[src/rtl/pix_demux_pkg.sv]
package pix_demux_pkg;

    // Pairing state of the demultiplexer
    typedef enum logic [1:0] {
        S_IDLE = 2'd0,   // between lines, nothing held
        S_HALF = 2'd1,   // first pixel of a pair held
        S_LINE = 2'd2    // inside a line, pair just emitted
    } pair_state_e;

endpackage

[src/rtl/pix_widen.sv]
module pix_widen #(
    parameter int CW_IN  = 10,
    parameter int CW_OUT = 12,
    parameter int NCH    = 3
) (
    input  logic [NCH*CW_IN-1:0]  px_in,
    output logic [NCH*CW_OUT-1:0] px_out
);
    localparam int PAD = CW_OUT - CW_IN;

    // Each colour is left-aligned in its wider field; LSBs zero-filled
    for (genvar c = 0; c < NCH; c++) begin : g_chan
        assign px_out[c*CW_OUT +: CW_OUT] = {px_in[c*CW_IN +: CW_IN], {PAD{1'b0}}};
    end
endmodule

[src/rtl/pix_pair_fsm.sv]
module pix_pair_fsm
    import pix_demux_pkg::*;
#(
    parameter int PW = 36
) (
    input  logic          clk,
    input  logic          rst_n,
    input  logic          dual_mode,
    input  logic          first_even,
    input  logic          in_de,
    input  logic [PW-1:0] wide_a,
    input  logic [PW-1:0] wide_b,
    output logic          out_stb,
    output logic          out_de,
    output logic [PW-1:0] odd_pix,
    output logic [PW-1:0] even_pix
);
    pair_state_e   state, nxt;
    logic [PW-1:0] hold_q;
    logic          blank_tgl;

    // State register
    always_ff @(posedge clk or negedge rst_n) begin
        if (!rst_n) state <= S_IDLE;
        else        state <= nxt;
    end

    // Next-state logic
    always_comb begin
        nxt = state;
        if (dual_mode) begin
            nxt = S_IDLE;
        end else begin
            unique case (state)
                S_IDLE: nxt = in_de ? S_HALF : S_IDLE;
                S_HALF: nxt = in_de ? S_LINE : S_IDLE;
                S_LINE: nxt = in_de ? S_HALF : S_IDLE;
                default: nxt = S_IDLE;
            endcase
        end
    end

    // Registered outputs and pair storage
    always_ff @(posedge clk or negedge rst_n) begin
        if (!rst_n) begin
            out_stb   <= 1'b0;
            out_de    <= 1'b0;
            odd_pix   <= '0;
            even_pix  <= '0;
            hold_q    <= '0;
            blank_tgl <= 1'b0;
        end else if (dual_mode) begin
            out_stb   <= 1'b1;
            out_de    <= in_de;
            odd_pix   <= wide_a;
            even_pix  <= wide_b;
            blank_tgl <= 1'b0;
        end else begin
            out_stb <= 1'b0;
            unique case (state)
                S_IDLE: begin
                    if (in_de) begin
                        hold_q    <= wide_a;
                        blank_tgl <= 1'b0;
                    end else begin
                        blank_tgl <= ~blank_tgl;
                        if (blank_tgl) begin
                            out_stb  <= 1'b1;
                            out_de   <= 1'b0;
                            odd_pix  <= '0;
                            even_pix <= '0;
                        end
                    end
                end
                S_HALF: begin
                    out_stb   <= 1'b1;
                    out_de    <= 1'b1;
                    blank_tgl <= 1'b0;
                    if (first_even) begin
                        even_pix <= hold_q;
                        odd_pix  <= in_de ? wide_a : '0;
                    end else begin
                        odd_pix  <= hold_q;
                        even_pix <= in_de ? wide_a : '0;
                    end
                end
                S_LINE: begin
                    blank_tgl <= 1'b0;
                    if (in_de) hold_q <= wide_a;
                end
                default: blank_tgl <= 1'b0;
            endcase
        end
    end

    // no back-to-back strobes in single-port mode
    p_single_gap_r7: assert property (@(posedge clk) disable iff (!rst_n)
        (!dual_mode && out_stb) |=> !out_stb)
        else $error("p_single_gap_r7");

    // pass-through beat every clock, ports mapped A->odd, B->even
    p_dual_pass_r8: assert property (@(posedge clk) disable iff (!rst_n)
        dual_mode |=> (out_stb && out_de == $past(in_de)
                       && odd_pix == $past(wide_a) && even_pix == $past(wide_b)))
        else $error("p_dual_pass_r8");

    // second pixel of a pair lands on the port opposite the first
    p_first_port_r3: assert property (@(posedge clk) disable iff (!rst_n)
        (!dual_mode && state == S_HALF && in_de) |=>
        (out_stb && out_de &&
         ($past(first_even) ? odd_pix == $past(wide_a) : even_pix == $past(wide_a))))
        else $error("p_first_port_r3");

    // lone last pixel is paired with zero
    p_lone_zero_r5: assert property (@(posedge clk) disable iff (!rst_n)
        (!dual_mode && state == S_HALF && !in_de) |=>
        (out_stb && out_de && ($past(first_even) ? odd_pix == '0 : even_pix == '0)))
        else $error("p_lone_zero_r5");

    // a rising DE always starts a fresh pair
    p_restart_r4: assert property (@(posedge clk) disable iff (!rst_n)
        (!dual_mode && $rose(in_de)) |=> state == S_HALF)
        else $error("p_restart_r4");
endmodule

[src/rtl/pix_pair_demux.sv]
module pix_pair_demux #(
    parameter int CW_IN  = 10,
    parameter int CW_OUT = 12,
    parameter int NCH    = 3
) (
    input  logic                    clk,
    input  logic                    rst_n,
    input  logic                    dual_mode,
    input  logic                    first_even,
    input  logic                    in_de,
    input  logic [NCH*CW_IN-1:0]    in_pix_a,
    input  logic [NCH*CW_IN-1:0]    in_pix_b,
    output logic                    out_stb,
    output logic                    out_de,
    output logic [NCH*CW_OUT-1:0]   odd_pix,
    output logic [NCH*CW_OUT-1:0]   even_pix
);
    localparam int PW = NCH * CW_OUT;

    logic [PW-1:0] wide_a, wide_b;

    pix_widen #(.CW_IN(CW_IN), .CW_OUT(CW_OUT), .NCH(NCH)) u_widen_a (
        .px_in  (in_pix_a),
        .px_out (wide_a)
    );

    pix_widen #(.CW_IN(CW_IN), .CW_OUT(CW_OUT), .NCH(NCH)) u_widen_b (
        .px_in  (in_pix_b),
        .px_out (wide_b)
    );

    pix_pair_fsm #(.PW(PW)) u_fsm (
        .clk        (clk),
        .rst_n      (rst_n),
        .dual_mode  (dual_mode),
        .first_even (first_even),
        .in_de      (in_de),
        .wide_a     (wide_a),
        .wide_b     (wide_b),
        .out_stb    (out_stb),
        .out_de     (out_de),
        .odd_pix    (odd_pix),
        .even_pix   (even_pix)
    );
endmodule

[config.mk]
export PLATFORM = sky130hd
export DESIGN_NAME = pix_pair_demux
export DESIGN_NICKNAME = d
export VERILOG_FILES = /design/src/rtl/pix_demux_pkg.sv /design/src/rtl/pix_widen.sv /design/src/rtl/pix_pair_fsm.sv /design/src/rtl/pix_pair_demux.sv
export SDC_FILE = /design/constraint.sdc
export NUM_CORES = 1
export LEC_CHECK = 0
export BUFFER_PORTS_ARGS = -buffer_cell sky130_fd_sc_hd__buf_2
export CORE_AREA = 2 2 119 121
export DETAILED_ROUTE_END_ITERATION = 7
export DIE_AREA = 0 0 121 123
export PLACE_DENSITY = 0.62
export SETUP_SLACK_MARGIN = 0.02
export SLEW_MARGIN = 15
export SYNTH_ARGS = -nofsm -noshare
export SYNTH_HDL_FRONTEND = slang
export SYNTH_SLANG_ARGS = --single-unit
export TNS_END_PERCENT = 10
[constraint.sdc]
create_clock -name clk -period 2.3 [get_ports clk]
set_clock_uncertainty 0.2 [all_clocks]
set_input_delay 0.345 -clock clk [delete_from_list [all_inputs] [get_ports clk]]
set_output_delay 0.345 -clock clk [all_outputs]
set_load 0.01 [all_outputs]
# ---- After elaboration in Yosys (flattened, before gate mapping)
# Cells that the tools add are included.
dict set report totals {
  word_cells 42
  in_bits 65
  reg_bits 107
  out_inout_bits 74
}
dict set report op_classes {
  bitwise 2
  n_reduce_logical 5
  mux 24
  eq_ne 4
}
# op n
set ops {}
lappend ops {{$mux W36} 7}
lappend ops {{$pmux W36 S2} 2}
lappend ops {{$mux W1} 10}
lappend ops {{$reduce_and A3 Y1} 2}
lappend ops {{$mux W2} 2}
lappend ops {{$pmux W1 S2} 2}
lappend ops {{$pmux W2 S2} 1}
lappend ops {{$ne A3 B2 Y1 const B} 1}
lappend ops {{$ne A3 B3 Y1 const B} 1}
lappend ops {{$reduce_bool A3 Y1} 1}
lappend ops {{$eq A2 B1 Y1 const B} 1}
lappend ops {{$eq A2 B2 Y1 const B} 1}
lappend ops {{$logic_not A2 Y1} 1}
lappend ops {{$not A1 Y1} 2}
lappend ops {{$reduce_or A2 Y1} 1}

# ---- Longest topological paths before layout
dict set report logic_depth {
  word_depth 4
  ltp_mapped 6
  mapped_depth_nobuf 3
}

# ---- Cells and area by module
# A second synthesis with hierarchy kept.
dict set report unflattened {
  hier_cells 715
  hier_area_um2 6563.8
}
# module seq_area_each_um2 instances cells_each area_per_inst_um2
set by_module_without_submodules {}
lappend by_module_without_submodules {pix_pair_fsm 2827.7 1 641 6015.8}
lappend by_module_without_submodules {pix_widen 0.0 2 37 274.0}

# ---- Worst setup path before layout
# OpenSTA, ideal clock, no wires.
dict set report synth_timing {
  kind {register to register}
  startpoint {reg u_fsm.state[1]}
  endpoint {reg u_fsm.even_pix[26]}
  setup_time_ns 0.135
  slack_ns 0.557
  required_ns 1.965
  synth_period_minus_slack_ns 1.743
  path_stages_with_launch 6
  n_path_buf 2
  t_arrival_ns 1.409
  cell_sequence {dfrtp_1 -> nor3b_1 -> or3_1 -> buf_2 -> buf_6 -> a31oi_2}
}
dict set report synth_between {
  elab_chain_len 3
  elab_cells_between_ends 8
  classes_between {eq/ne: 3; mux: 2; reduce/logical: 3}
}
# element line_no
set synth_rtl {}
lappend synth_rtl {{start, declared} pix_pair_fsm.sv:18} ;# pair_state_e state, nxt;
lappend synth_rtl {{start signal, assigned} pix_pair_fsm.sv:25} ;# else state <= nxt;
lappend synth_rtl {{$eq A2 B1 Y1 or $logic_not A2 Y1 (tied branches)} pix_pair_fsm.sv:60} ;# unique case (state)
lappend synth_rtl {{$pmux W36 S2, or another cell as far along} pix_pair_fsm.sv:60}
lappend synth_rtl {{$mux W36 or $reduce_and A3 Y1 (tied branches)} -}
lappend synth_rtl {{end signal, assigned} pix_pair_fsm.sv:56} ;# even_pix <= wide_b;
lappend synth_rtl {{end signal, assigned} pix_pair_fsm.sv:80} ;# even_pix <= hold_q;
lappend synth_rtl {{end signal, assigned} pix_pair_fsm.sv:84} ;# even_pix <= in_de ? wide_a : '0;
lappend synth_rtl {{end, declared} pix_pair_fsm.sv:16} ;# output logic [PW-1:0] even_pix
# Several ways; a longest one is shown, not always the timed one.
# A chain may end at the register's enable or synchronous reset.

# ---- Final worst setup path
dict set report layout_timing {
  startpoint {reg u_fsm.state[0]}
  endpoint {reg u_fsm.even_pix[3]}
}
# Same word-level chain as after synthesis.

==> metrics.md <==
| Metric | Value |
|---|---|
| CP Class | `reg2reg` |
| Final setup TNS | `0 ns` |
| Synth Register Bits | `95` |
| Status | `finished, final reports clean` |
| Area of the multi-input gates | `2605 sq um` |
| GR peak layer | `met2` |
| Largest area contributor in the netlist | `dfrtp_1` |
| First-pass GRT wire length | `23,140 um` |
| CTS tree | `yes` |
| Hold WC Path Type | `in2reg` |
| Met1 Use GR | `26.67%` |
| Reg area | `2377 sq um` |
| # port buffers | `126` |
| Clk_lat worst skew | `0.34 ns` |
| Average instance area after synthesis | `9.252 sq um` |
| Maxcap violations | `0` |
| Maximum vdd drop | `0.3972 mV` |
| Synth unique cells | `27` |
| Core area | `13,610 sq um` |
| Pin count of the biggest net entering global routing | `92` |
| Drt total wl | `14,330 um` |
| Grt ovf | `0` |
| Clk slew on worst S/H paths | `0.07 ns` |
| Top cell type's share of synthesized area | `44.84%` |
| Clk buf depth | `2` |
| Final instance count without filler cells | `854` |
| H-tree depth | `3` |
| Met3 Use GR | `4.336%` |
| RSZ-0062 raised after global routing | `no` |
| Die height | `123 um` |
| Reg2reg setup slack | `0.38 ns` |
| Least-Margin Pin Slew | `0.6878 ns` |
| Total GRT Usage | `19.61%` |
| Antenna violations before repair | `1` |
| Routability Congestion | `0.8757` |
| Die area | `14,880 sq um` |
| Vias in the first global route | `4,494` |
| Final Hold Fails | `0` |
| # IOs | `139` |
| Num CTS Buffers | `9` |
| Crit. End Element | `register` |
| Detail Placement HPWL | `9770 um` |
| Fillers | `1,298` |
| Hold Path Stages | `3` |
| DRC | `0` |
| Routed via count | `4,629` |
| Synth area leaders | `dfrtp_1 (45%), nor4_1 (7.1%), nand2_1 (6.4%)` |
| Power Density | `729.5 nW/um^2` |
| Synth warn | `0` |
| Area delta synth->final | `20.93%` |
| Commonest non-fill, non-tap cell in the layout | `buf_2` |
| Layout cells sized above 1 | `30.61%` |
| Met2 Use GR | `31.36%` |
| Root Buffer | `clkbuf_16` |
| Most frequent cells in the layout | `buf_2 (124), dfrtp_1 (95), nand2_1 (90)` |
| Cell Rows | `43` |
| Antenna viol nets, final | `0` |
| Detailed Route Iter0 Violations | `259` |
| Slew HR | `54.15%` |
| Cell Area, Synth | `5301 sq um` |
| FF-to-FF Start | `u_fsm.state[0]` |
| Crit start category | `register` |
| Slew Limit Fails | `0` |
| Minimum clock period | `1.920 ns` |
| Min-delay src | `in_pix_b[5]` |
| Final setup viols | `0` |
| DIE WIDTH | `121 um` |
| Leak | `2.822 nW` |
| Required time worst endpoint | `2.35 ns` |
| Tcrit/Tclk final | `83.48%` |
| Crit path max fanout | `30` |
| Clock sink count | `95` |
| First-pass detailed-route iteration total | `5` |
| Hold endpoint | `u_fsm.even_pix[7]` |
| Fmax | `520.8 MHz` |
| Critical path arrival | `1.97 ns` |
| Worst R2R Path Depth | `4` |
| Crit Reg-Reg Endpoint | `u_fsm.even_pix[3]` |
| CTS resizes | `0` |
| Mapped Cells | `573` |
| Routed WL per cell | `16.78 um` |
| Initial Utilization | `38.95%` |
| Fin nets | `733` |
| Sequential fraction of the synthesis area | `44.84%` |
| Placed instance count | `836` |
| Vias per Instance | `5.420` |
[worst max path at each step]
stage	start	end	slack (ns)	cells past startpoint
after floorplan	u_fsm.state[1]	u_fsm.even_pix[26]	0.56	5
after global placement	dual_mode	u_fsm.hold_q[22]	0.43	5
after detailed placement	dual_mode	u_fsm.hold_q[29]	0.37	5
after CTS	u_fsm.state[0]	u_fsm.even_pix[3]	0.37	4
after global routing	u_fsm.state[0]	u_fsm.odd_pix[4]	0.30	4
final	u_fsm.state[0]	u_fsm.even_pix[3]	0.38	4
[through the flow]
stage | worst slack, ns | instance area, sq um | util, % | hold slack, ns | power [W]
2_1_floorplan | 0.5567 | 5343 | - | -0.1506 | 0.002664
3_3_place_gp | 0.4330 | 6067 | 44.57 | 0.1560 | 0.003024
3_5_place_dp | 0.3698 | 6067 | 44.57 | 0.1617 | 0.003057
4_1_cts | 0.3697 | 6409 | 47.08 | 0.05900 | 0.004718
5_1_grt | 0.2988 | 6409 | 47.08 | 0.06660 | 0.004933
6_report | 0.3798 | 6411 | 47.10 | 0.06592 | 0.004677
[registers in the layout, summed over array words and instances (netlist names)]
register and flops:
u_fsm.even_pix 30, u_fsm.hold_q 30, u_fsm.odd_pix 30, u_fsm.state 2, u_fsm.blank_tgl 1, u_fsm.out_de 1, u_fsm.out_stb 1
[final cells by class]
cell class / instances / area share, %
multi-input cells: 413 / 40.63
flip-flops and latches: 95 / 37.08
repair buffers: 148 / 13.51
clock buffers: 11 / 3.942
well taps: 180 / 3.513
clock inverters: 5 / 1.230
inverters: 1 / 0.05855
diodes: 1 / 0.03903
[report_power, final]
part	internal (W)	total, W	switching (W)
clock	0.00101	0.00166	0.000646
sequential	0.00191	0.00206	0.000152
combinational	0.000443	0.000962	0.000519
total	0.00336	0.00468	0.00132
[synth_stat cells, drive strengths merged]
master	n
nand3b	30
dfrtp	95
nor4	60
nor2	1
a31oi	60
or3	1
nor3b	3
o21ai	31
a21oi	1
mux2	30
buf	29
inv	1
nor2b	31
or3b	1
and2	1
clkbuf	46
a21o	30
or4	1
and3	30
nand2	90
conb	1
[worst max-delay path, stage by stage (launching register included)]
cell	delay [ns]
dfrtp_1	0.43
nor2b_4	0.15
or3_2	0.57
buf_4	0.29
a31oi_1	0.18
[routing by layer]
metal	part of all wire, %	vias up
li1	-	2248
met1	45	2219
met2	48	145
met3	5.8	17
met4	1.4	0
met5	0	-
[kinds of logic (layout without fill, tap and decap cells)]
group / Yosys count / after routing / synth area share (%)
simple gates: 249 / 249 / 26.03
compound gates: 122 / 122 / 15.41
flops: 95 / 95 / 44.84
other cells: 1 / 13 / 0.07074
buf+inv: 76 / 165 / 7.269
mux: 30 / 30 / 6.372
[repair_timing]
item / CTS / global route
hold buffers: 1 / 0
hold endpoints to repair: 34 / 0
buffers inserted: 0 / 0
(Power assumes the default switching activity.)
